**src/rtl/eepw_pkg.sv**
```systemverilog
package eepw_pkg;
  typedef enum logic [2:0] {
    S_IDLE, S_LOAD, S_SETUP, S_WE_LO, S_WE_HI, S_GAP, S_RD, S_RHI
  } eepw_state_e;
endpackage

```
**src/rtl/eepw_timer.sv**
```systemverilog
module eepw_timer #(
  parameter int TW = 8
) (
  input  logic          clk_i,
  input  logic          rst_ni,
  input  logic          load_i,
  input  logic [TW-1:0] val_i,
  output logic          zero_o
);
  logic [TW-1:0] cnt_q;
  always_ff @(posedge clk_i or negedge rst_ni) begin
    if (!rst_ni)          cnt_q <= '0;
    else if (load_i)      cnt_q <= val_i;
    else if (cnt_q != '0) cnt_q <= cnt_q - 1'b1;
  end
  assign zero_o = (cnt_q == '0);
endmodule

```
**src/rtl/eepw_span_chk.sv**
```systemverilog
module eepw_span_chk #(
  parameter int PAGE_W = 5
) (
  input  logic [PAGE_W-1:0] off_i,
  input  logic [PAGE_W:0]   len_i,
  output logic              bad_o
);
  localparam int unsigned PAGE_BYTES = 1 << PAGE_W;
  logic [PAGE_W+1:0] end_w;
  always_comb begin
    end_w = {2'b00, off_i} + {1'b0, len_i};
    bad_o = (len_i == '0) || (end_w > (PAGE_W+2)'(PAGE_BYTES));
  end
endmodule

```
**src/rtl/eeprom_page_writer.sv**
```systemverilog
module eeprom_page_writer
  import eepw_pkg::*;
#(
  parameter int ADDR_W       = 13,
  parameter int DATA_W       = 8,
  parameter int PAGE_W       = 5,
  parameter int SETUP_CYC    = 2,
  parameter int WE_LOW_CYC   = 20,
  parameter int WE_HIGH_CYC  = 26,
  parameter int OE_GAP_CYC   = 2,
  parameter int READ_CYC     = 20,
  parameter int LOAD_WIN_CYC = 6250,
  parameter int POLL_MAX     = 65535,
  parameter int TOG_BIT      = 6
) (
  input  logic              clk_i,
  input  logic              rst_ni,
  input  logic              cmd_valid_i,
  output logic              cmd_ready_o,
  input  logic [ADDR_W-1:0] cmd_addr_i,
  input  logic [PAGE_W:0]   cmd_len_i,
  input  logic              byte_valid_i,
  output logic              byte_ready_o,
  input  logic [DATA_W-1:0] byte_data_i,
  output logic [ADDR_W-1:0] mem_addr_o,
  output logic [DATA_W-1:0] mem_dq_o,
  output logic              mem_dq_oe_o,
  input  logic [DATA_W-1:0] mem_dq_i,
  output logic              mem_ce_no,
  output logic              mem_oe_no,
  output logic              mem_we_no,
  output logic              done_o,
  output logic              err_o
);
  localparam int M1 = (SETUP_CYC > WE_LOW_CYC) ? SETUP_CYC : WE_LOW_CYC;
  localparam int M2 = (WE_HIGH_CYC > OE_GAP_CYC) ? WE_HIGH_CYC : OE_GAP_CYC;
  localparam int M3 = (READ_CYC > LOAD_WIN_CYC) ? READ_CYC : LOAD_WIN_CYC;
  localparam int M12 = (M1 > M2) ? M1 : M2;
  localparam int T_MAX = (M12 > M3) ? M12 : M3;
  localparam int TW = $clog2(T_MAX + 1);
  localparam int PC_W = $clog2(POLL_MAX + 1);

  eepw_state_e st_q, st_d;
  logic [ADDR_W-1:0] addr_q;
  logic [PAGE_W:0]   left_q;
  logic [DATA_W-1:0] data_q;
  logic [PC_W-1:0]   poll_q;
  logic              prev_q, have_prev_q;
  logic              done_q, err_q;
  logic              t_load, t_zero;
  logic [TW-1:0]     t_val;
  logic              span_bad;
  logic              rd_bit, rd_match, rd_limit;

  eepw_span_chk #(.PAGE_W(PAGE_W)) u_span (
    .off_i (cmd_addr_i[PAGE_W-1:0]),
    .len_i (cmd_len_i),
    .bad_o (span_bad)
  );

  eepw_timer #(.TW(TW)) u_tmr (
    .clk_i  (clk_i),
    .rst_ni (rst_ni),
    .load_i (t_load),
    .val_i  (t_val),
    .zero_o (t_zero)
  );

  assign rd_bit   = mem_dq_i[TOG_BIT];
  assign rd_match = have_prev_q && (rd_bit == prev_q);
  assign rd_limit = (poll_q + 1'b1) == PC_W'(POLL_MAX);

  always_comb begin
    st_d = st_q;
    unique case (st_q)
      S_IDLE:  if (cmd_valid_i && !span_bad) st_d = S_LOAD;
      S_LOAD:  if (byte_valid_i) st_d = S_SETUP;
               else if (t_zero) st_d = S_IDLE;
      S_SETUP: if (t_zero) st_d = S_WE_LO;
      S_WE_LO: if (t_zero) st_d = S_WE_HI;
      S_WE_HI: if (t_zero) st_d = (left_q == 1) ? S_GAP : S_LOAD;
      S_GAP:   if (t_zero) st_d = S_RD;
      S_RD:    if (t_zero) st_d = (rd_match || rd_limit) ? S_IDLE : S_RHI;
      S_RHI:   if (t_zero) st_d = S_RD;
      default: st_d = S_IDLE;
    endcase
  end

  always_comb begin
    t_load = (st_d != st_q);
    unique case (st_d)
      S_LOAD:  t_val = TW'(LOAD_WIN_CYC - 1);
      S_SETUP: t_val = TW'(SETUP_CYC - 1);
      S_WE_LO: t_val = TW'(WE_LOW_CYC - 1);
      S_WE_HI: t_val = TW'(WE_HIGH_CYC - 1);
      S_GAP:   t_val = TW'(OE_GAP_CYC - 1);
      S_RD:    t_val = TW'(READ_CYC - 1);
      default: t_val = '0;
    endcase
  end

  always_ff @(posedge clk_i or negedge rst_ni) begin
    if (!rst_ni) begin
      st_q        <= S_IDLE;
      addr_q      <= '0;
      left_q      <= '0;
      data_q      <= '0;
      poll_q      <= '0;
      prev_q      <= 1'b0;
      have_prev_q <= 1'b0;
      done_q      <= 1'b0;
      err_q       <= 1'b0;
    end else begin
      st_q   <= st_d;
      done_q <= 1'b0;
      err_q  <= 1'b0;
      unique case (st_q)
        S_IDLE: if (cmd_valid_i) begin
          if (span_bad) err_q <= 1'b1;
          else begin
            addr_q <= cmd_addr_i;
            left_q <= cmd_len_i;
          end
        end
        S_LOAD: begin
          if (byte_valid_i) data_q <= byte_data_i;
          else if (t_zero)  err_q  <= 1'b1;
        end
        S_WE_HI: if (t_zero) begin
          if (left_q == 1) begin
            poll_q      <= '0;
            have_prev_q <= 1'b0;
          end else begin
            left_q <= left_q - 1'b1;
            addr_q <= addr_q + 1'b1;
          end
        end
        S_RD: if (t_zero) begin
          if (rd_match)      done_q <= 1'b1;
          else if (rd_limit) err_q  <= 1'b1;
          else begin
            prev_q      <= rd_bit;
            have_prev_q <= 1'b1;
            poll_q      <= poll_q + 1'b1;
          end
        end
        default: ;
      endcase
    end
  end

  assign cmd_ready_o  = (st_q == S_IDLE);
  assign byte_ready_o = (st_q == S_LOAD);
  assign mem_addr_o   = addr_q;
  assign mem_dq_o     = data_q;
  assign mem_dq_oe_o  = (st_q == S_SETUP) || (st_q == S_WE_LO) || (st_q == S_WE_HI);
  assign mem_ce_no    = (st_q == S_IDLE);
  assign mem_we_no    = (st_q != S_WE_LO);
  assign mem_oe_no    = (st_q != S_RD);
  assign done_o       = done_q;
  assign err_o        = err_q;
endmodule

```
**config.mk**
```make
export PLATFORM = sky130hd
export DESIGN_NAME = eeprom_page_writer
export DESIGN_NICKNAME = d
export VERILOG_FILES = /design/src/rtl/eepw_pkg.sv /design/src/rtl/eepw_timer.sv /design/src/rtl/eepw_span_chk.sv /design/src/rtl/eeprom_page_writer.sv
export SDC_FILE = /design/constraint.sdc
export NUM_CORES = 1
export LEC_CHECK = 0
export ABC_AREA = 1
export BUFFER_PORTS_ARGS = -buffer_cell sky130_fd_sc_hd__buf_2
export CORE_ASPECT_RATIO = 0.8
export CORE_MARGIN = 10
export CORE_UTILIZATION = 57
export CTS_CLUSTER_DIAMETER = 40
export DETAILED_ROUTE_END_ITERATION = 8
export PLACE_DENSITY = 0.88
export SLEW_MARGIN = 25
export SYNTH_ARGS = -nofsm -noshare
export SYNTH_HDL_FRONTEND = slang
export SYNTH_SLANG_ARGS = --single-unit
export TNS_END_PERCENT = 10
```
**constraint.sdc**
```tcl
create_clock -name clk_i -period 2.7 [get_ports clk_i]
set_input_delay 0.135 -clock clk_i [delete_from_list [all_inputs] [get_ports clk_i]]
set_output_delay 0.135 -clock clk_i [all_outputs]
set_load 0.03 [all_outputs]
```
==> results.yml, run 1 <==
grt:
  antenna_found_initial: 0
  grt_pass1_vias: 4112
  track_usage: 0.194
  grt_pass1_wl_mm: 18.3
  grt_max_degree: 37
  grt_overflow: 0
place:
  dp_hpwl_mm: 7.99
  place_congestion: 0.941
  io_buffer_count: 60
power_and_ir_drop:
  p_per_area_mw_per_mm2: 1210
  seqPwrFrac: 0.295
  irDropWorstVdd_mv: 0.702
  p_clk_frac: 0.124
  leakagePower_nw: 2.49
  p_int_mw: 2.97
  switching_share: 0.506
  p_sw_mw: 3.05
  pwr-share-comb: 0.582
clock_tree:
  numClockSinks: 63
  cts_buffers: 9
  cts.clk_slew.worst_paths_ps: 70
  clk_latency_ps: 340
  cts_tree: "yes"
  cts_root_buffer: "clkbuf_8"
  htreeDepth: 3
  clockBufferDepth: 2
critical_path:
  crit_type: "flop to flop"
  slowest_delay_ps: 380
  rr_endpoint: "u_tmr.cnt_q[3]"
  crit_family: "simple AND/OR/NAND/NOR gates"
  start_kind: "flop"
  ff2ff_setup_slack_ps: 160
  cpMostUsedCell: "nand2_1"
  cp-startpoint: "u_tmr.cnt_q[0]"
  worstPathMaxFanout: 5
  cp_num_buf_inv: 6
  timing.rr.start: "u_tmr.cnt_q[0]"
  cp-end-kind: "flop"
  cp_slowest_cell: "dfrtp_1"
  required_ps: 2950
  reg2reg_depth: 17
  cp_cell_sequence: "inv_2 > ha_4 > nand2_1 > nor2_2 > buf_6 > inv_1 > nor4_4 > buf_4 > a21oi_1 > a21oi_2 > nand2_4 > buf_4 > inv_1 > nand3_1 > nand2_1 > nand2_1 > a21oi_1"
  arrival_ps: 2780
worst_hold_path:
  min-delay-start: "byte_data_i[0]"
  hold_end: "mem_dq_o[0]"
  holdPathStages: 3
  hold_class: "input pin to flop"
timing:
  setup_viol: 0
  report.final.slew_viol_count: 0
  slew_headroom: 0.490
  hold_violations: 0
  finalClockSkew_ps: 4.68
  worst_pin_slew_ps: 765
  tns_ps: 0
  timing.hold.ws_ps: 5.24
  min_period_ps: 2540
  clock.fmax_ghz: 0.394
  finalCritPeriodShare: 0.939
route:
  routed_via_density: 5.56
  wl_mm: 10.8
  first_pass_iters: 5
  drcViolationCount: 0
  wl_per_cell_um: 14.4
  postRouteAntennaNets: 0
  vias: 4157
  drtIter0Drc: 469
logic_synthesis:
  synth_cells: 568
  yosysUniqueCellTypes: 43
  synth_seq_area_share: 0.377
  syn_area_per_cell_sq_um: 7.36
  synth_top_flop_cell: "dfrtp_1"
  synthArstFlopShare: 1.00
  synth_edf_count: 0
  synth_top_area_frac: 0.377
  synth_largest_area_cell: "dfrtp_1"
  yosysWarnings: 0
  syn-cell-area_sq_mm: 0.00418
  synth_top_cells_by_area: "dfrtp_1, nand2_1, o21ai_0, inv_1, nand3_1"
  syn_nets: 619
  synth_seq_cells: 63
status:
  status: "finished, final reports clean"
final_layout:
  final_common_cell: "nand2_1"
  antenna_cells: 0
  n_fill_cell: 535
  syn2layout_area_growth_pct: 19.4
  nets: 707
  fin_util: 0.714
  drive_gt1_frac: 0.227
  final_cell_mix: "nand2_1, dfrtp_1, buf_2"
floorplanning:
  pin_count: 68
  row_count: 27
  die_area_sq_mm: 0.0112
  initial_core_util: 0.598
  core_area_sq_mm: 0.00699
  die_h_um: 96.6
  die_x_um: 116
run:
  drv_cap: 0
cell type report:
class | instances | area, sq um | share of cell area
timing repair buffer | 89 | 541 | 0.108
clock inverter | 4 | 20.0 | 0.00401
tap | 87 | 109 | 0.0218
multi-input combinational | 423 | 2330 | 0.466
clock buffer | 12 | 155 | 0.0311
inverter | 70 | 263 | 0.0526
sequential | 63 | 1580 | 0.316
how the worst max path moves through the flow:
stage               slack (ps)             end  depth (start not counted)
finish                     160  u_tmr.cnt_q[3]                         17
global route               -20  u_tmr.cnt_q[3]                         17
CTS                         50  u_tmr.cnt_q[1]                         20
detailed placement          90  u_tmr.cnt_q[6]                         20
global placement           210  u_tmr.cnt_q[1]                         19
floorplan                  290  u_tmr.cnt_q[3]                         15
cell families after synthesis:
| family | Yosys count | synth area share |
|---|---|---|
| AOI/OAI and AO/OA | 82 | 0.110 |
| xor gates and xnor gates | 24 | 0.0503 |
| adders and majority gates | 12 | 0.0377 |
| buffers and inverters | 82 | 0.0766 |
| DFF | 63 | 0.377 |
| muxes | 8 | 0.0194 |
| and+or+nand+nor | 297 | 0.329 |
sequential cells by signal, indices dropped and copies added, names as in the netlist:
register,count
u_tmr.cnt_q,13
mem_dq_o,8
left_q,6
mem_addr_o,13
done_o,1
poll_q,16
have_prev_q,1
prev_q,1
st_q,3
err_o,1
cell usage after synthesis (2+ instances only):
library cell  number
nor3_1             8
ha_1              11
nand3_1           38
clkinv_1           2
a211oi_2           3
nand3b_1           2
a21oi_1           16
inv_1             62
nand2_4            9
nand2_2            6
clkbuf_1           7
xor2_1            18
mux2i_1            7
buf_1              2
nand3_2            2
nor2_4             3
inv_2              6
o21ai_1            2
xnor2_1            6
nor3_2             2
nor4_1             3
nand4_1            8
nor2_2             6
o22ai_1            3
o31ai_1            2
o21ai_0           50
dfrtp_1           63
nand2_1          163
nor2_1            44
layer usage:
metal / GRT usage / up-vias / share of wire
met3: 0.0628 / 25 / 0.078
li1: - / 2012 / -
met2: 0.308 / 167 / 0.47
met1: 0.239 / 1953 / 0.43
met5: 0 / - / 0
met4: 0.0734 / 0 / 0.022
through the flow:
step / power, mW / worst slack [ps] / instances / area [sq um]
after detailed placement: 4.99 / 93.4 / 716 / 4630
after global placement: 4.81 / 206 / 716 / 4630
final: 6.02 / 165 / 748 / 4990
after floorplan: 4.13 / 290 / 568 / 4180
after global routing: 6.53 / -18.0 / 748 / 4990
after CTS: 5.76 / 47.0 / 738 / 4870
timing repair:
action / 4_1_cts / 5_1_grt
setup buffers: 0 / 10
hold buffers: 6 / 0
endpoints found under the hold margin: 39 / 0
resized for setup: 0 / 16
setup endpoints to repair: 0 / 25
worst reg2reg max path, delay by kind of cell, from the launching register on:
family                   cells  cell delay (ps)
AND/OR/NAND/NOR              7              730
adder cells (fa/ha/maj)      1              140
buffers and inverters        6              710
AO/OA/AOI/OAI                3              490
flip-flops                   1              380
power by group through the flow:
| stage | combinational, mW | sequential, mW | clock [mW] |
|---|---|---|---|
| 2_1_floorplan | 2.15 | 1.98 | 0 |
| 3_5_place_dp | 3.23 | 1.76 | 0 |
| 5_1_grt | 3.89 | 1.84 | 0.810 |
| 3_3_place_gp | 3.08 | 1.73 | 0 |
| 6_report | 3.50 | 1.77 | 0.745 |
| 4_1_cts | 3.26 | 1.75 | 0.751 |
No activity file was read; power rests on OpenSTA's default activity.
==> run 2, diff against run 1 <==
GPL_TIMING_DRIVEN = 0   (was unset)
==> run 2 against run 1 <==
Wire length is 7.4% higher. Critical path type unchanged. First-iteration DRC count decreased by 45%. Largest cell class unchanged. Count of clock-buffer cells in the layout increased by 1. Hold slack about the same. Sequential power barely moved. Power rose by 3.7%.
==> results.yml, run 2 (same netlist as run 1, synthesis figures left out) <==
power_and_ir_drop:
  finalPower_mw: 6.25
  switching_share: 0.500
  p_sw_mw: 3.12
  irDropWorstVdd_mv: 0.758
  pwr-share-comb: 0.561
  seqPwrFrac: 0.285
  p_clk_frac: 0.153
  p_int_mw: 3.12
  p_per_area_mw_per_mm2: 1230
  leakagePower_nw: 2.50
status:
  status: "finished, final reports clean"
critical_path:
  cp-startpoint: "u_tmr.cnt_q[1]"
  worstPathMaxFanout: 10
  arrival_ps: 2870
  start_kind: "flop"
  required_ps: 2980
  timing.rr.start: "u_tmr.cnt_q[1]"
  cp-end-kind: "flop"
  crit_type: "flop to flop"
grt:
  track_usage: 0.205
  grt_max_degree: 41
  antenna_found_initial: 1
  grt_overflow: 0
  grt_pass1_wl_mm: 19.2
  grt_pass1_vias: 4204
clock_tree:
  cts_buffers: 9
  htreeDepth: 3
  cts_root_buffer: "clkbuf_8"
  cts_tree: "yes"
  cts.clk_slew.worst_paths_ps: 70
  numClockSinks: 63
  clockBufferDepth: 2
  clk_latency_ps: 360
timing:
  min_period_ps: 2600
  hold_violations: 0
  slew_headroom: 0.586
  report.final.slew_viol_count: 0
  setup_viol: 0
  worst_pin_slew_ps: 621
  clock.fmax_ghz: 0.385
  finalCritPeriodShare: 0.962
  finalClockSkew_ps: 7.20
route:
  wl_mm: 11.6
  met3_length_mm: 1.06
  routed_via_density: 5.61
  drtIter0Drc: 260
  vias: 4218
  first_pass_iters: 5
  top_layer: "met4"
  drcViolationCount: 0
  met2_length_mm: 5.24
  wl_met1_mm: 5.00
  postRouteAntennaNets: 0
  wl_per_cell_um: 15.4
worst_hold_path:
  min-delay-start: "byte_data_i[2]"
  hold_class: "input pin to flop"
final_layout:
  largest_reg_flops: 16
  final_common_cell: "nand2_1"
  syn2layout_area_growth_pct: 21.2
  n_fill_cell: 525
  nets: 710
  final_cell_mix: "nand2_1, dfrtp_1, inv_1, buf_2, o21ai_0"
  drive_gt1_frac: 0.212
  stdcell_count: 752
  top_register: "poll_q"
floorplanning:
  row_count: 27
  pin_count: 68
  core_area_sq_mm: 0.00699
  initial_core_util: 0.598
  die_area_sq_mm: 0.0112
  die_h_um: 96.6
  die_x_um: 116
place:
  dp_cells: 716
  place_congestion: 0.931
  io_buffer_count: 60
  dp_hpwl_mm: 8.07
run:
  drv_cap: 0
-- run 2: critical path, stage by stage, from the launching register on --
cell and delay [ps]:
dfrtp_1 420, inv_2 90, ha_4 150, nand2_2 60, nor2_4 180, nand3b_1 170
nor3_2 230, nand2_2 130, buf_6 170, nand2_1 70, nand2_2 80, nand2_4 90
nand2_4 70, nand2_4 80, nand2_4 70, nand2_4 110, buf_8 150, nand2_1 60
a21oi_1 120
-- run 2: power by group through the flow --
| stage | logic [mW] | registers [mW] | clock network, mW |
|---|---|---|---|
| floorplan | 2.15 | 1.98 | 0 |
| global placement | 3.07 | 1.73 | 0 |
| detailed placement | 3.21 | 1.76 | 0 |
| CTS | 3.25 | 1.75 | 0.969 |
| global route | 3.87 | 1.83 | 1.00 |
| finish | 3.51 | 1.78 | 0.958 |
-- run 2: timing repair --
item,CTS,global route
resized for setup,1,20
pin swaps,0,8
hold buffers,8,0
setup endpoints to repair,7,33
setup buffers,0,11
endpoints found under the hold margin,30,0
-- run 2: stage by stage --
step	util	instance area (sq um)	hold WS (ps)	setup WS [ps]	TNS (ps)
floorplan	-	4180	-161	290	0
global placement	0.656	4590	340	-0.440	-0.646
detailed placement	0.660	4610	51.0	-78.3	-212
CTS	0.704	4920	2.86	53.8	0
global route	0.725	5070	13.4	-110	-524
finish	0.725	5070	5.66	103	0
-- run 2: area by class of cell --
class / count / area, sq um / area share
Multi-Input combinational cell: 423 / 2340 / 0.461
Sequential cell: 63 / 1580 / 0.311
Timing Repair Buffer: 80 / 485 / 0.0958
Inverter: 70 / 263 / 0.0518
Clock buffer: 13 / 159 / 0.0314
Tap cell: 87 / 109 / 0.0215
Buffer: 12 / 68.8 / 0.0136
Clock inverter: 3 / 65.1 / 0.0128
Antenna cell: 1 / 2.50 / 0.000494
-- run 2: final timing paths --
| check | to | slack, ps | depth (start not counted) |
|---|---|---|---|
| max reg2reg | u_tmr.cnt_q[4] | 100 | 18 |
| min | mem_dq_o[2] | 6 | 3 |
| min reg2reg | mem_dq_o[0] | 470 | 2 |
| max | u_tmr.cnt_q[4] | 100 | 18 |
| max in group asynchronous | u_tmr.cnt_q[6] | 1960 | 3 |
| min in group asynchronous | poll_q[7] | 210 | 2 |
-- run 2: routing by layer --
| layer | GRT usage | vias to the layer above |
|---|---|---|
| met5 | 0 | - |
| met4 | 0.105 | 0 |
| met3 | 0.0610 | 34 |
| met2 | 0.315 | 193 |
| met1 | 0.254 | 1972 |
| li1 | - | 2019 |
